==> src/rtl/cmdq_pkg.sv <==
`timescale 1ns/1ps
package cmdq_pkg;

    localparam int unsigned FREE_W       = 12;
    localparam int unsigned BIT_MEM_BUSY = 24;
    localparam int unsigned BIT_RAS_BUSY = 25;
    localparam int unsigned BIT_RD_ERR   = 30;
    localparam int unsigned BIT_OVF      = 31;

    typedef enum logic [2:0] {
        HOP_NONE,
        HOP_PUSH,
        HOP_STAT_WR,
        HOP_STAT_RD,
        HOP_REG_RD
    } host_op_e;

    typedef struct packed {
        logic ovf;
        logic rd_err;
    } err_flags_t;

    function automatic host_op_e decode_op(logic wr, logic rd, logic is_stat);
        if (wr)
            return is_stat ? HOP_STAT_WR : HOP_PUSH;
        if (rd)
            return is_stat ? HOP_STAT_RD : HOP_REG_RD;
        return HOP_NONE;
    endfunction

    function automatic logic [31:0] pack_status(logic [FREE_W-1:0] free,
                                                logic mem_busy,
                                                logic ras_busy,
                                                err_flags_t errs);
        logic [31:0] w;
        w = '0;
        w[FREE_W-1:0]   = free;
        w[BIT_MEM_BUSY] = mem_busy;
        w[BIT_RAS_BUSY] = ras_busy;
        w[BIT_RD_ERR]   = errs.rd_err;
        w[BIT_OVF]      = errs.ovf;
        return w;
    endfunction

endpackage

==> src/rtl/cmdq_host_decode.sv <==
`timescale 1ns/1ps
module cmdq_host_decode
    import cmdq_pkg::*;
#(
    parameter int unsigned ADDR_W      = 8,
    parameter logic [ADDR_W-1:0] STATUS_ADDR = '1
) (
    input  logic              wr_en,
    input  logic              rd_en,
    input  logic [ADDR_W-1:0] addr,
    output host_op_e          op
);
    logic is_stat;

    assign is_stat = (addr == STATUS_ADDR);
    assign op      = decode_op(wr_en, rd_en, is_stat);

endmodule

==> src/rtl/cmdq_fifo.sv <==
`timescale 1ns/1ps
module cmdq_fifo #(
    parameter int unsigned DEPTH = 64,
    parameter int unsigned WIDTH = 40,
    localparam int unsigned PTR_W = (DEPTH > 1) ? $clog2(DEPTH) : 1,
    localparam int unsigned CNT_W = $clog2(DEPTH + 1)
) (
    input  logic             clk,
    input  logic             rst,
    input  logic             push_req,
    input  logic [WIDTH-1:0] push_data,
    input  logic             pop_req,
    output logic [WIDTH-1:0] head,
    output logic             empty,
    output logic             full,
    output logic [CNT_W-1:0] level
);
    logic [WIDTH-1:0] mem [DEPTH];
    logic [PTR_W-1:0] wr_ptr, rd_ptr;
    logic             do_push, do_pop;

    assign empty   = (level == '0);
    assign full    = (level == CNT_W'(DEPTH));
    assign do_push = push_req && !full;
    assign do_pop  = pop_req && !empty;
    assign head    = mem[rd_ptr];

    function automatic logic [PTR_W-1:0] bump(logic [PTR_W-1:0] p);
        return (p == PTR_W'(DEPTH - 1)) ? '0 : p + 1'b1;
    endfunction

    always_ff @(posedge clk) begin
        if (do_push)
            mem[wr_ptr] <= push_data;
    end

    always_ff @(posedge clk) begin
        if (rst) begin
            wr_ptr <= '0;
            rd_ptr <= '0;
            level  <= '0;
        end else begin
            if (do_push)
                wr_ptr <= bump(wr_ptr);
            if (do_pop)
                rd_ptr <= bump(rd_ptr);
            case ({do_push, do_pop})
                2'b10:   level <= level + 1'b1;
                2'b01:   level <= level - 1'b1;
                default: level <= level;
            endcase
        end
    end

    AST_NO_OVERFLOW: assert property (@(posedge clk) disable iff (rst)
        level <= CNT_W'(DEPTH)) else $error("occupancy above depth");

    AST_HOLD_WHEN_STALLED: assert property (@(posedge clk) disable iff (rst)
        (!empty && !pop_req) |=> (!empty && $stable(head))) else $error("head moved while stalled");

    AST_FULL_DROP: assert property (@(posedge clk) disable iff (rst)
        (full && push_req && !pop_req) |=> (full && $stable(head))) else $error("write into full queue");

endmodule

==> src/rtl/cmdq_status.sv <==
`timescale 1ns/1ps
module cmdq_status
    import cmdq_pkg::*;
#(
    parameter int unsigned DEPTH = 64,
    localparam int unsigned CNT_W = $clog2(DEPTH + 1)
) (
    input  logic             clk,
    input  logic             rst,
    input  host_op_e         op,
    input  logic             clr_ovf,
    input  logic             clr_rd_err,
    input  logic             ovf_evt,
    input  logic             rd_err_evt,
    input  logic [CNT_W-1:0] level,
    input  logic             empty,
    input  logic             mem_busy_in,
    input  logic             raster_busy_in,
    output logic [31:0]      rdata
);
    err_flags_t        err_q;
    logic [FREE_W-1:0] free_cnt;
    logic [31:0]       status_word;
    logic              stat_wr;

    assign stat_wr     = (op == HOP_STAT_WR);
    assign free_cnt    = FREE_W'(DEPTH) - FREE_W'(level);
    assign status_word = pack_status(free_cnt,
                                     mem_busy_in    || !empty,
                                     raster_busy_in || !empty,
                                     err_q);

    always_ff @(posedge clk) begin
        if (rst) begin
            err_q <= '0;
        end else begin
            err_q.ovf    <= (err_q.ovf    && !(stat_wr && clr_ovf))    || ovf_evt;
            err_q.rd_err <= (err_q.rd_err && !(stat_wr && clr_rd_err)) || rd_err_evt;
        end
    end

    always_ff @(posedge clk) begin
        if (rst)
            rdata <= '0;
        else if (op == HOP_STAT_RD)
            rdata <= status_word;
        else if (op == HOP_REG_RD)
            rdata <= '0;
    end

    AST_OVF_SET: assert property (@(posedge clk) disable iff (rst)
        ovf_evt |=> err_q.ovf) else $error("overflow not flagged");

    AST_OVF_STICKY: assert property (@(posedge clk) disable iff (rst)
        (err_q.ovf && !stat_wr) |=> err_q.ovf) else $error("overflow flag lost");

    AST_RDERR_SET: assert property (@(posedge clk) disable iff (rst)
        rd_err_evt |=> err_q.rd_err) else $error("read error not flagged");

    AST_RDERR_STICKY: assert property (@(posedge clk) disable iff (rst)
        (err_q.rd_err && !stat_wr) |=> err_q.rd_err) else $error("read error flag lost");

    AST_FREE_BOUND: assert property (@(posedge clk) disable iff (rst)
        (op == HOP_STAT_RD) |=> (rdata[FREE_W-1:0] <= FREE_W'(DEPTH))) else $error("free count above depth");

    AST_BUSY_PENDING: assert property (@(posedge clk) disable iff (rst)
        (op == HOP_STAT_RD && !empty) |=> (rdata[BIT_MEM_BUSY] && rdata[BIT_RAS_BUSY])) else $error("busy clear with pending work");

endmodule

==> src/rtl/gfx_cmd_queue.sv <==
`timescale 1ns/1ps
module gfx_cmd_queue
    import cmdq_pkg::*;
#(
    parameter int unsigned DEPTH  = 64,
    parameter int unsigned ADDR_W = 8,
    parameter logic [ADDR_W-1:0] STATUS_ADDR = 8'hC0,
    localparam int unsigned ENTRY_W = ADDR_W + 32,
    localparam int unsigned CNT_W   = $clog2(DEPTH + 1)
) (
    input  logic              clk,
    input  logic              rst,
    input  logic              host_wr_en,
    input  logic              host_rd_en,
    input  logic [ADDR_W-1:0] host_addr,
    input  logic [31:0]       host_wdata,
    output logic [31:0]       host_rdata,
    input  logic              mem_busy_in,
    input  logic              raster_busy_in,
    output logic              cmd_valid,
    input  logic              cmd_ready,
    output logic [ADDR_W-1:0] cmd_addr,
    output logic [31:0]       cmd_data
);
    host_op_e           op;
    logic               q_empty, q_full;
    logic [CNT_W-1:0]   q_level;
    logic [ENTRY_W-1:0] q_head;
    logic               push_req;

    cmdq_host_decode #(
        .ADDR_W      (ADDR_W),
        .STATUS_ADDR (STATUS_ADDR)
    ) u_dec (
        .wr_en (host_wr_en),
        .rd_en (host_rd_en),
        .addr  (host_addr),
        .op    (op)
    );

    assign push_req = (op == HOP_PUSH);

    cmdq_fifo #(
        .DEPTH (DEPTH),
        .WIDTH (ENTRY_W)
    ) u_fifo (
        .clk       (clk),
        .rst       (rst),
        .push_req  (push_req),
        .push_data ({host_addr, host_wdata}),
        .pop_req   (cmd_ready),
        .head      (q_head),
        .empty     (q_empty),
        .full      (q_full),
        .level     (q_level)
    );

    assign cmd_valid = !q_empty;
    assign cmd_addr  = q_head[ENTRY_W-1:32];
    assign cmd_data  = q_head[31:0];

    cmdq_status #(
        .DEPTH (DEPTH)
    ) u_stat (
        .clk            (clk),
        .rst            (rst),
        .op             (op),
        .clr_ovf        (host_wdata[BIT_OVF]),
        .clr_rd_err     (host_wdata[BIT_RD_ERR]),
        .ovf_evt        (push_req && q_full),
        .rd_err_evt     ((op == HOP_REG_RD) && !q_empty),
        .level          (q_level),
        .empty          (q_empty),
        .mem_busy_in    (mem_busy_in),
        .raster_busy_in (raster_busy_in),
        .rdata          (host_rdata)
    );

    AST_STAT_WR_NOT_QUEUED: assert property (@(posedge clk) disable iff (rst)
        (op == HOP_STAT_WR && q_empty && !cmd_ready) |=> !cmd_valid) else $error("status write queued");

    AST_READ_NOT_QUEUED: assert property (@(posedge clk) disable iff (rst)
        ((op == HOP_STAT_RD || op == HOP_REG_RD) && q_empty) |=> !cmd_valid) else $error("read queued");

endmodule

==> config.mk <==
export PLATFORM = sky130hd
export DESIGN_NAME = gfx_cmd_queue
export DESIGN_NICKNAME = d
export VERILOG_FILES = /design/src/rtl/cmdq_pkg.sv /design/src/rtl/cmdq_host_decode.sv /design/src/rtl/cmdq_fifo.sv /design/src/rtl/cmdq_status.sv /design/src/rtl/gfx_cmd_queue.sv
export SDC_FILE = /design/constraint.sdc
export NUM_CORES = 2
export LEC_CHECK = 0
export BUFFER_PORTS_ARGS = -buffer_cell sky130_fd_sc_hd__buf_2
export CAP_MARGIN = 15
export CORE_ASPECT_RATIO = 1.2
export CORE_UTILIZATION = 45
export CTS_CLUSTER_SIZE = 12
export DETAILED_ROUTE_END_ITERATION = 8
export SYNTH_ARGS = -nofsm -noshare
export SYNTH_HDL_FRONTEND = slang
export SYNTH_SLANG_ARGS = --single-unit
==> constraint.sdc <==
create_clock -name clk -period 7.2 [get_ports clk]
set_clock_uncertainty 0.05 [all_clocks]
set_input_delay 0 -clock clk [delete_from_list [all_inputs] [get_ports clk]]
set_output_delay 0 -clock clk [all_outputs]
set_load 0.03 [all_outputs]
# After elaboration in Yosys (flattened, before gate mapping)
# Memory sizes are Yosys's and may differ from the RTL's. A register that Yosys moved wholly into a read port is not among the register bits.
# Index checks and enable logic that the tools add are counted.
[totals] ff_bits=37 mem_bits_rw=2560 in_bits=47 output_inout_bits=73 mem_count=1
[mem_list] memory="u_fifo.mem" words=64 word_bits=40 read_ports=1 rd_clocked_by_memory_dff=1 wr=1 line_no="cmdq_fifo.sv:18" source="logic [WIDTH-1:0] mem [DEPTH];"
[classes] addsub=5 n_eq_ne=10 mux=18 n_reduce_logical=19
[ops] op="32-bit two-way mux" count=2
[ops] op="6-bit two-way mux" count=4
[ops] op="3-bit two-way mux" count=5
[ops] op="7-bit one-hot mux with 2 select lines" count=1
[ops] op="6-bit by 1-bit adder with 6-bit output (second input constant)" count=2
[ops] op="6-bit equality test (second input constant)" count=2
[ops] op="8-bit equality test (second input constant)" count=1
[ops] op="1-bit logical AND" count=8
[ops] op="7-bit by 7-bit subtractor with 8-bit output (first input constant)" count=1
[ops] op="7-bit by 1-bit adder with 7-bit output (second input constant)" count=1
[ops] op="7-bit equality test (second input constant)" count=1
[ops] op="7-bit logical NOT" count=1
[ops] op="7-bit by 1-bit subtractor with 7-bit output (second input constant)" count=1
[ops] op="3-bit by 2-bit equality test with 1-bit output (second input constant)" count=2
[ops] op="1-bit two-way mux" count=5
[ops] op="1-bit logical NOT" count=4
[ops] op="1-bit logical OR" count=4
[ops] op="2-bit nonzero test" count=2
[ops] op="3-bit by 1-bit equality test with 1-bit output (second input constant)" count=1
[ops] op="3-bit equality test (second input constant)" count=1
[ops] op="2-bit by 1-bit equality test with 1-bit output (second input constant)" count=1
[ops] op="2-bit equality test (second input constant)" count=1
[ops] op="2-bit two-way mux" count=1

# Logic depth before layout (Yosys ltp)
[depth] depth_word=11 mapped_depth=16 depth_no_buf=14

# By module
# From an unflattened synthesis, not the netlist that was laid out.
[hier_totals] hier_cells=4377 area_unflattened_um2=99445.4
[modules_own_cells] module="cmdq_fifo" instances=1 cells_each=4274 area_each_um2=98569.5 seq_area_each_um2=77374.2
[modules_own_cells] module="cmdq_status" instances=1 cells_each=91 area_each_um2=788.3 seq_area_each_um2=280.3
[modules_own_cells] module="cmdq_host_decode" instances=1 cells_each=8 area_each_um2=48.8 seq_area_each_um2=0.0
[modules_own_cells] module="gfx_cmd_queue" instances=1 cells_each=4 area_each_um2=38.8 seq_area_each_um2=0.0

# Worst setup path after synthesis
# No wires, ideal clock.
[synth_timing] path_kind="register -> register" from="reg u_fifo.level[1]" to="mem u_fifo.mem[57][0] (enable)" setup_ns=0.438 arrival_time_ns=3.906 required_ns=6.712 path_slack_ns=2.806 stages_incl_launch_ff=11 synth_period_minus_slack_ns=4.394 path_cell_list="dfxtp_1 -> clkbuf_1 -> inv_1 -> ha_1 -> nor3b_2 -> nand3_1 -> and2_2 -> inv_1 -> or4b_2 -> buf_2 -> nor2_1"
[synth_between] elab_chain_len=5
[synth_lines] element="start: declaration" line_no="cmdq_fifo.sv:16" source="output logic [CNT_W-1:0] level"
[synth_lines] element="start signal: assignment" line_no="cmdq_fifo.sv:48" source="2'b10: level <= level + 1'b1;"
[synth_lines] element="start signal: assignment" line_no="cmdq_fifo.sv:49" source="2'b01: level <= level - 1'b1;"
[synth_lines] element="start signal: assignment" line_no="cmdq_fifo.sv:50" source="default: level <= level;"
[synth_lines] element="7-bit equality test" line_no="cmdq_fifo.sv:23" source="assign full = (level == CNT_W'(DEPTH));"
[synth_lines] element="1-bit logical NOT" line_no="cmdq_fifo.sv:24" source="assign do_push = push_req && !full;"
[synth_lines] element="1-bit logical AND" line_no="cmdq_fifo.sv:24"
[synth_lines] element="1-bit two-way mux" line_no="cmdq_fifo.sv:33" source="if (do_push)"
[synth_lines] element="1-bit two-way mux (implied by the code)" line_no="cmdq_fifo.sv:34" source="mem[wr_ptr] <= push_data;"
[synth_lines] element="end: declaration" line_no="cmdq_fifo.sv:18"
# No other way between the ends.

==> summary.md <==
| Metric | Value |
|---|---|
| Top cells by count, synth | `2560 x edfxtp_1, 591 x mux4_2, 169 x o22ai_1` |
| Worst-Skew Late Latency | `0.94 ns` |
| Footprint of the multi-input gates | `0.0207 mm²` |
| CP Class | `flip-flop to output pin` |
| Clock transition at path regs | `0.06 ns` |
| Area share of the largest cell type after synthesis | `77.3%` |
| Worst hold path cell count | `2` |
| FP Rows | `188` |
| Worst reg2reg setup slack | `2.52 ns` |
| Placed inst area | `0.104 mm²` |
| Num CTS Buffers | `277` |
| DRC Markers | `0` |
| Worst reg2reg path depth | `14` |
| Cts hold-fix bufs | `59` |
| Post-Syn Area per Cell | `22.3 µm²` |
| Max stage delay on crit path | `0.98 ns` |
| Clock Tree Buf Depth | `4` |
| RSZ-0062 raised after global routing | `false` |
| CTS H-tree depth | `5` |
| Initial antenna violation count | `3` |
| Predominant post-synthesis flop cell | `edfxtp_1` |
| Status | `completed` |
| Fin Setup TNS | `0 ns` |
| Reg2reg end | `u_fifo.level[4]` |
| Global Route met1 Usage | `32.0%` |
| Upper clock frequency limit | `0.192 GHz` |
| Vias in the first global route | `49700` |
| Crit path cell chain | `nand2b_1, or2_2, buf_4, o22ai_1, nor4_2, o22a_1, buf_2` |
| Slew Limit Fails | `0` |
| Family with the most delay on the worst path | `simple AND/OR/NAND/NOR gates` |
| Filler Cell Count | `17200` |
| GR Overflow Total | `0` |
| Synth top area cells | `edfxtp_1 77%, mux4_2 13%, mux2i_1 1.2%, o22ai_1 1.1%, dfxtp_1 0.78%` |
| Synth cell types | `66` |
| Postcts setup bufs | `0` |
| Post-synth EDFFs | `2560` |
| Slowest CP cell | `nor4_2` |
| GRT met2 Usage | `40.0%` |
| Critical Path Source Type | `flip-flop` |
| Yosys Warn Count | `0` |
| Starting Density | `45.4%` |
| CTS tree | `built` |
| Die area | `0.223 mm²` |
| Maxcap violations | `0` |
| Count leader, synth | `edfxtp_1` |
| Design Area, Final | `0.112 mm²` |
| Mapped Cells | `4453` |
| Final hold violation count | `0` |
| Peak supply drop | `0.275 mV` |
| Worst EP required | `7.15 ns` |
| Final Routed Wirelength | `264000 µm` |
| DIE WIDTH | `431 µm` |
| Port bufs | `103` |
| Buf+Inv Stages, Crit Path | `2` |
| Core area | `0.219 mm²` |
| Routed vias | `48300` |
| Rel. slew slack | `15.0%` |
| Synth-to-layout area growth | `13.0%` |
| R2r startpoint | `u_fifo.level[1]` |
| Period utilization | `72.3%` |
| #FFs+latches synth | `2599` |
| Pwr/cell area | `307 mW/mm²` |
| Worst slew pin tran | `1.27 ns` |
| Hold/Removal Path Class | `input pin to flip-flop` |
| Setup violators final | `0` |
| Post-route ant nets | `0` |
| Worst EP arrival | `5.16 ns` |
| Share of layout cells above drive strength 1 | `27.1%` |
| Post-cts resize count | `0` |
| Placer Congestion | `0.797` |
| Wire length per cell | `33.6 µm` |
| Crit Path Max Fanout | `34` |
| Num Clock Sinks | `2599` |
| Sequential fraction of the synthesis area | `78.0%` |
| Setup crit end | `cmd_data[28]` |
| Crit. End Element | `output pin` |
| GRT Overall Usage | `23.8%` |
| Largest area contributor in the netlist | `edfxtp_1` |
| Number of nets in the layout | `4860` |
| Die Y | `517 µm` |
| Minimum clock period | `5.21 ns` |
| Top Usage Layer GRT | `met2` |
| Register area | `0.0777 mm²` |
| 1st-pass router iterations | `7` |
| Stages on the worst setup path | `7` |
| Vias per Instance | `6.14` |
| Detailed Place HPWL | `144000 µm` |
| First-pass GRT wire length | `373000 µm` |
| Ports | `120` |
| Largest net degree at the start of global routing | `105` |
| DRT iter0 DRCs | `5682` |
| Leak Pwr | `0.0339 µW` |
| GR Util met3 | `3.13%` |
| Root buffer cell | `clkbuf_16` |
| Netlist Area Pre-Place | `0.0995 mm²` |
| Synth async-reset ratio | `0%` |
[final cells by class]
cell class	count	area share, %
Tap cell	2945	3.28
Inverter	12	0.0401
Sequential cell	2599	69.1
Timing Repair Buffer	333	2.37
Multi-Input combinational cell	1584	18.5
Clock buffer	355	6.58
Clock inverter	32	0.167
Antenna cell	5	0.0111
[per-stage QoR]
step / cells / util [%] / hold WS, ns / total power (µW) / worst slack, ns
2_1_floorplan: 4468 / - / 0.0470 / 20700 / 2.81
3_3_place_gp: 7400 / 47.4 / 0.209 / 22200 / 2.49
3_5_place_dp: 7402 / 47.4 / 0.216 / 22200 / 2.48
4_1_cts: 7848 / 51.2 / 0.0106 / 34800 / 1.84
5_1_grt: 7861 / 51.3 / 0.0266 / 35500 / 1.94
6_report: 7865 / 51.3 / 0.0472 / 34500 / 1.99
[routing by layer]
metal  up-vias  part of all wire, %  routed length [µm]
li1      19500                    -                   -
met1     26300                   39              104000
met2      2123                   50              133000
met3       416                  6.6               17400
met4         0                  3.6                9500
met5         -                    0                   0
[flip-flops by register name, summed over array words and instances (netlist names), named ones only]
register	flops
u_fifo.rd_ptr	6
u_stat.err_q	2
u_stat.rdata	12
u_fifo.wr_ptr	6
u_fifo.mem	2560
u_fifo.level	7
[kinds of logic after synthesis]
kind of cell / count (synthesis) / synth area share (%)
DFF: 2599 / 78.0
muxes: 779 / 15.4
AOI/OAI and AO/OA: 400 / 2.73
and+or+nand+nor: 366 / 1.79
buffers and inverters: 285 / 1.78
xor gates and xnor gates: 17 / 0.150
adders and majority gates: 6 / 0.0755
other: 1 / 0.00377
[cell usage in the layout (no fill, tap or decap), types with 9 or more instances in the layout]
| cell type | instances |
|---|---|
| mux2i_1 | 116 |
| nor2_4 | 64 |
| nand2b_1 | 10 |
| nor4_1 | 15 |
| mux2_2 | 68 |
| conb_1 | 16 |
| mux4_2 | 591 |
| nor3_1 | 17 |
| xor2_1 | 9 |
| a211oi_1 | 12 |
| or3_1 | 11 |
| dfxtp_1 | 33 |
| buf_12 | 21 |
| o211ai_1 | 13 |
| clkbuf_1 | 70 |
| a21oi_1 | 33 |
| nor2b_1 | 15 |
| nand2_1 | 79 |
| nand3_1 | 16 |
| nor2_1 | 63 |
| a2bb2oi_1 | 13 |
| a221oi_1 | 33 |
| dlygate4sd3_1 | 63 |
| clkbuf_16 | 285 |
| a31oi_1 | 10 |
| edfxtp_1 | 2560 |
| buf_4 | 146 |
| nor4_2 | 19 |
| and3_1 | 15 |
| inv_1 | 10 |
| o221ai_1 | 36 |
| clkinv_1 | 23 |
| o21ai_0 | 47 |
| o22a_1 | 13 |
| buf_2 | 103 |
| o22ai_1 | 169 |
[power by group]
part	switching (µW)	internal, µW	leakage (µW)	total, µW
Clock	5420	7190	0.00368	12600
Sequential	137	16800	0.0233	16900
Combinational	2850	2130	0.00691	4980
[worst min path at each step]
stage | start | endpoint | slack [ns]
2_1_floorplan | host_wr_en | u_stat.err_q[0] | 0.05
3_3_place_gp | host_wr_en | u_stat.err_q[0] | 0.21
3_5_place_dp | host_wr_en | u_stat.err_q[0] | 0.22
4_1_cts | host_addr[4] | u_fifo.mem[55][36] | 0.01
5_1_grt | host_wdata[19] | u_fifo.mem[4][19] | 0.03
6_report | host_wdata[17] | u_fifo.mem[16][17] | 0.05
Note: power is estimated with default switching activity, not from simulation.
